### config.mk
export PLATFORM = sky130hd
export DESIGN_NAME = clkdiv_prog
export DESIGN_NICKNAME = d
export VERILOG_FILES = /design/src/rtl/clkdiv_pkg.sv /design/src/rtl/clkdiv_cfg.sv /design/src/rtl/clkdiv_rise.sv /design/src/rtl/clkdiv_fall.sv /design/src/rtl/clkdiv_prog.sv
export SDC_FILE = /design/constraint.sdc
export NUM_CORES = 1
export LEC_CHECK = 0
export ABC_AREA = 1
export ABC_CLOCK_PERIOD_IN_PS = 6100
export BUFFER_PORTS_ARGS = -buffer_cell sky130_fd_sc_hd__buf_2
export CORE_AREA = 2 2 97 99
export CTS_BUF_LIST = sky130_fd_sc_hd__clkbuf_4 sky130_fd_sc_hd__clkbuf_8
export DETAILED_ROUTE_END_ITERATION = 10
export DIE_AREA = 0 0 99 101
export PLACE_DENSITY = 0.52
export SETUP_SLACK_MARGIN = 0.15
export SYNTH_ARGS = -nofsm -noshare
export SYNTH_HDL_FRONTEND = slang
export SYNTH_HIERARCHICAL = 1
export SYNTH_SLANG_ARGS = --single-unit
### constraint.sdc
create_clock -name clk -period 6.1 [get_ports clk]
set_input_delay 0.305 -clock clk [delete_from_list [all_inputs] [get_ports clk]]
set_output_delay 0.305 -clock clk [all_outputs]
set_load 0.005 [all_outputs]
### src/rtl/clkdiv_pkg.sv
package clkdiv_pkg;
  // smallest ratio the block will run at
  localparam int MIN_DIV = 2;

  typedef enum logic [1:0] {
    MODE_EVEN_HALF = 2'd0,
    MODE_ODD_HALF  = 2'd1,
    MODE_RATIO     = 2'd2
  } div_mode_e;
endpackage

### src/rtl/clkdiv_cfg.sv
module clkdiv_cfg
  import clkdiv_pkg::*;
#(
  parameter int W = 8
) (
  input  logic         clk,
  input  logic         rst_n,
  input  logic         wrap,
  input  logic [W-1:0] div_n,
  input  logic [W-1:0] high_cnt,
  input  logic         duty50_en,
  output logic [W-1:0] last,
  output logic [W-1:0] flip,
  output div_mode_e    mode,
  output logic         primed
);
  localparam logic [W-1:0] ONE   = {{(W-1){1'b0}}, 1'b1};
  localparam logic [W-1:0] MIN_N = W'(MIN_DIV);

  logic [W-1:0] n_eff, h_eff, last_d, flip_d;
  logic [W:0]   n_plus;
  div_mode_e    mode_d;

  logic [W-1:0] last_q, flip_q;
  div_mode_e    mode_q;

  // decode the requested setting into compare points
  always_comb begin
    n_eff  = (div_n < MIN_N) ? MIN_N : div_n;
    n_plus = {1'b0, n_eff} + {{W{1'b0}}, 1'b1};
    if (duty50_en)
      h_eff = n_plus[W:1];
    else if (high_cnt == '0)
      h_eff = ONE;
    else if (high_cnt >= n_eff)
      h_eff = n_eff - ONE;
    else
      h_eff = high_cnt;
    last_d = n_eff - ONE;
    flip_d = last_d - h_eff;
    if (!duty50_en)
      mode_d = MODE_RATIO;
    else if (n_eff[0])
      mode_d = MODE_ODD_HALF;
    else
      mode_d = MODE_EVEN_HALF;
  end

  // hold the setting for a whole period; load at wrap or first edge
  always_ff @(posedge clk or negedge rst_n) begin
    if (!rst_n) begin
      last_q <= ONE;
      flip_q <= '0;
      mode_q <= MODE_EVEN_HALF;
      primed <= 1'b0;
    end else begin
      primed <= 1'b1;
      if (wrap || !primed) begin
        last_q <= last_d;
        flip_q <= flip_d;
        mode_q <= mode_d;
      end
    end
  end

  // before the first edge the decoded request is used directly
  assign last = primed ? last_q : last_d;
  assign flip = primed ? flip_q : flip_d;
  assign mode = primed ? mode_q : mode_d;
endmodule

### src/rtl/clkdiv_rise.sv
module clkdiv_rise #(
  parameter int W = 8
) (
  input  logic         clk,
  input  logic         rst_n,
  input  logic [W-1:0] last,
  input  logic [W-1:0] flip,
  output logic [W-1:0] cnt,
  output logic         wrap,
  output logic         phase
);
  localparam logic [W-1:0] ONE = {{(W-1){1'b0}}, 1'b1};

  logic hit_flip;

  assign wrap     = (cnt == last);
  assign hit_flip = (cnt == flip);

  always_ff @(posedge clk or negedge rst_n) begin
    if (!rst_n) begin
      cnt   <= '0;
      phase <= 1'b0;
    end else begin
      cnt <= wrap ? '0 : cnt + ONE;
      if (hit_flip || wrap)
        phase <= ~phase;
    end
  end
endmodule

### src/rtl/clkdiv_fall.sv
module clkdiv_fall
  import clkdiv_pkg::*;
(
  input  logic      clk,
  input  logic      rst_n,
  input  div_mode_e mode,
  input  logic      rise_ph,
  output logic      phase
);
  // half-cycle retimed copy in odd half-duty mode, transparent 1 otherwise
  always_ff @(negedge clk or negedge rst_n) begin
    if (!rst_n)
      phase <= 1'b0;
    else
      phase <= (mode == MODE_ODD_HALF) ? rise_ph : 1'b1;
  end
endmodule

### src/rtl/clkdiv_prog.sv
module clkdiv_prog
  import clkdiv_pkg::*;
#(
  parameter int W = 8
) (
  input  logic         clk,
  input  logic         rst_n,
  input  logic [W-1:0] div_n,
  input  logic [W-1:0] high_cnt,
  input  logic         duty50_en,
  output logic         clk_out
);
  logic [W-1:0] last, flip, cnt;
  div_mode_e    mode;
  logic         primed, wrap, rise_ph, fall_ph;

  clkdiv_cfg #(.W(W)) u_cfg (
    .clk       (clk),
    .rst_n     (rst_n),
    .wrap      (wrap),
    .div_n     (div_n),
    .high_cnt  (high_cnt),
    .duty50_en (duty50_en),
    .last      (last),
    .flip      (flip),
    .mode      (mode),
    .primed    (primed)
  );

  clkdiv_rise #(.W(W)) u_rise (
    .clk   (clk),
    .rst_n (rst_n),
    .last  (last),
    .flip  (flip),
    .cnt   (cnt),
    .wrap  (wrap),
    .phase (rise_ph)
  );

  clkdiv_fall u_fall (
    .clk     (clk),
    .rst_n   (rst_n),
    .mode    (mode),
    .rise_ph (rise_ph),
    .phase   (fall_ph)
  );

  assign clk_out = rise_ph & fall_ph;
endmodule

==> metrics.csv <==
stage;metric;value;unit
cells_and_area;Core Util, Final;32.9;%
pwr;P per Cell Area;287;mW/mm^2
critical_path;Critical-path top delay cell;dfrtp_1;
critical_path;critical-path cell list;inv_1 -> o21ai_0 -> nand3_1;
sta;final worst slack;1420;ps
die;I/O pins;20;
critical_path;Buf/Inv on CP;1;
yosys;post-synthesis cell count;392;
yosys;top-area cell type share of the netlist area;25.6;%
sta;slew margin rel.;55.3;%
global_routing;initial antenna violation count;0;
place;pre-CTS WS;1400;ps
critical_path;Worst EP arrival;1750;ps
sta;Hold Fails Final Rpt;0;
cells_and_area;Post-layout nets;448;
detailed_routing;Detailed Route WL;6.21;mm
cells_and_area;synthesis-to-finish area growth;11.8;%
cts;CTS tree;done;
place;post-DP HPWL;5.01;mm
die;die height;101;um
cts;Root Driver;clkbuf_8;
cells_and_area;Non-Filler Instances;522;
cts;Clock transition at path regs;60;ps
cts;CTS buffer count;5;
cells_and_area;layout cells sized above 1;13.9;%
pwr;VDD IR max;87.4;uV
critical_path;CP max FO;22;
global_routing;total global-route track usage;13.3;%
critical_path;crit start category;register;
cts;maximum clock insertion buffer count;2;
yosys;Post-Syn Area per Cell;6.73;sq um
yosys;Seq/Total Area, Yosys;27.5;%
yosys;Synth area leaders;dfrtp_1 26%, nand2_1 16%, ha_1 8.5%;
place;routability cong.;0.846;
cts;Skew-Pair Late Insertion Delay;280;ps
yosys;Synth Cell Area;0.00264;sq mm
critical_path;setup slack, reg-to-reg;1420;ps
critical_path;CP peak stage delay;720;ps
yosys;unique cell type count in the Yosys netlist;38;
global_routing;grt ovf;0;
critical_path;kind of cell adding the most delay to the critical path;flip-flops;
die;core area;0.00898;sq mm
detailed_routing;Vias/cell;4.64;
sta;post-route setup TNS;0;ps
detailed_routing;Detailed Routing Iterations Pass 1;4;
die;total die area;0.0100;sq mm
min_path;Worst Hold Class;in -> async;
sta;Least-Margin Pin Slew;670;ps
critical_path;Crit. End Element;register;
place;Cells after DPL;514;
die;Core Rows;35;
cells_and_area;Antenna diodes;0;
yosys;#FFs+latches synth;29;
global_routing;first-pass GRT wire length;10.9;mm
cts;H-tree depth;2;
detailed_routing;initial DRC count;125;
detailed_routing;antenna-violating nets left;0;
cts;hold_buf cts;0;
die;Initial Utilization;29.4;%
cts;clock sink count;29;
detailed_routing;WL/cell;11.9;um
global_routing;largest net degree at the start of global routing;30;
critical_path;Setup Crit Path Kind;reg -> reg;
global_routing;vias in the first global route;2352;
detailed_routing;routed via count;2420;
sta;Max Clock Skew;14.0;ps
yosys;Net Count, Synth;430;
detailed_routing;DRC viols;0;
yosys;post-synth top area cell;dfrtp_1;
yosys;Ys Warns;6;
critical_path;WP data required;3170;ps
cts;Post-CTS Setup Bufs;0;
sta;final setup fails;0;
cts;cts repair resizes;0;
pwr;leakage;1.55;nW
outcome;status;finished clean;
place;Port Buffer Count;19;
sta;RSZ-0062 raised after global routing;false;
sta;Max Slew Vio Count;0;
die;die span in x;99;um
run;MaxCap Viol Count;0;
-- synthesized netlist by cell type --
cell type    n
a21o_1       2
nand2_1    112
inv_4        3
nor2_1      28
nor4_1       2
clkbuf_1     5
dfstp_2      1
dfrtp_1     27
xor2_1      10
fa_1         1
nand3_1     16
nand4_2      2
inv_2        6
o21ai_0     35
o21bai_1     1
dfrtn_1      1
xor2_2       1
nand4_1      3
buf_1        1
nor4_2       1
nor2_2       1
a21oi_1     13
inv_1       57
a31o_2       1
o211ai_1     5
o211ai_2     1
buf_6        2
o21ai_1      9
nand2_4      3
nor3_1       2
nor2_4       2
nand2_2      6
a31oi_1      1
nor3_2       1
ha_1        18
buf_2        1
conb_1       1
xnor2_1     10
-- cell type report --
type,instances,area [sq um]
fill,984,6030
clock buffer,7,90.1
sequential,29,727
tap,111,139
multi-input combinational,288,1610
inverter,66,255
clock inverter,1,30.0
timing repair buffer,20,103
-- state kept, by name (all words and copies together), names as in the netlist --
register / flops
u_cfg/primed: 1
u_cfg/flip_q: 8
u_fall/phase: 1
u_rise/phase: 1
u_cfg/last_q: 8
u_rise/cnt: 8
u_cfg/mode_q: 2
-- report_power, final --
| part | switching, W | internal [W] | leakage (nW) | total, W |
|---|---|---|---|---|
| registers | 0.0000572 | 0.000246 | 0.345 | 0.000304 |
| logic | 0.000197 | 0.000136 | 1.15 | 0.000334 |
| clock network | 0.0000730 | 0.000137 | 0.0619 | 0.000210 |
-- layer usage --
metal | track usage [%] | routed length [um]
met5 | 0 | 0
met4 | 3.90 | 68
met3 | 1.32 | 220
met2 | 22.6 | 2850
met1 | 17.9 | 3070
-- cells in the final DEF (no fill, tap or decap), types with 2 or more instances in the layout --
| master | n |
|---|---|
| o21ai_1 | 9 |
| nand4_1 | 3 |
| nand2_4 | 3 |
| nor2_4 | 2 |
| nor4_1 | 2 |
| ha_1 | 18 |
| nand2_2 | 6 |
| dfrtp_1 | 27 |
| xor2_1 | 10 |
| clkbuf_8 | 6 |
| a21o_1 | 2 |
| nand4_2 | 2 |
| inv_4 | 3 |
| a21oi_1 | 13 |
| nor2_1 | 28 |
| nor3_1 | 2 |
| xnor2_1 | 10 |
| buf_2 | 19 |
| nand2_1 | 112 |
| inv_1 | 57 |
| o211ai_1 | 5 |
| inv_2 | 6 |
| nand3_1 | 16 |
| o21ai_0 | 35 |
-- per-stage QoR --
step	area (sq um)	power (W)	hold slack [ps]
floorplan	2640	0.000564	9.41
global placement	2830	0.000639	386
detailed placement	2830	0.000645	384
CTS	2950	0.000862	83.1
global route	2950	0.000933	115
finish	2950	0.000848	49.6
-- worst paths after layout --
check / start / cells after the start / endpoint
worst max-delay path: u_cfg/primed / 3 / u_fall/phase
worst min-delay path: rst_n / 1 / u_rise/cnt[0]
worst max register to register: u_cfg/primed / 3 / u_fall/phase
worst min register to register: u_cfg/flip_q[7] / 2 / u_cfg/flip_q[7]
max in group asynchronous: rst_n / 1 / u_fall/phase
min in group clk: div_n[0] / 4 / u_cfg/last_q[0]
-- cells by family (layout without fill, tap and decap cells) --
family | Yosys count | count (layout) | synth area share [%]
compound gates | 68 | 68 | 14.1
fa+ha+maj | 19 | 19 | 9.29
buf+inv | 75 | 94 | 11.6
simple gates | 179 | 179 | 30.1
xor+xnor | 21 | 21 | 7.25
flops | 29 | 29 | 27.5
other cells | 1 | 1 | 0.142
No activity file was read; power rests on OpenSTA's default activity.
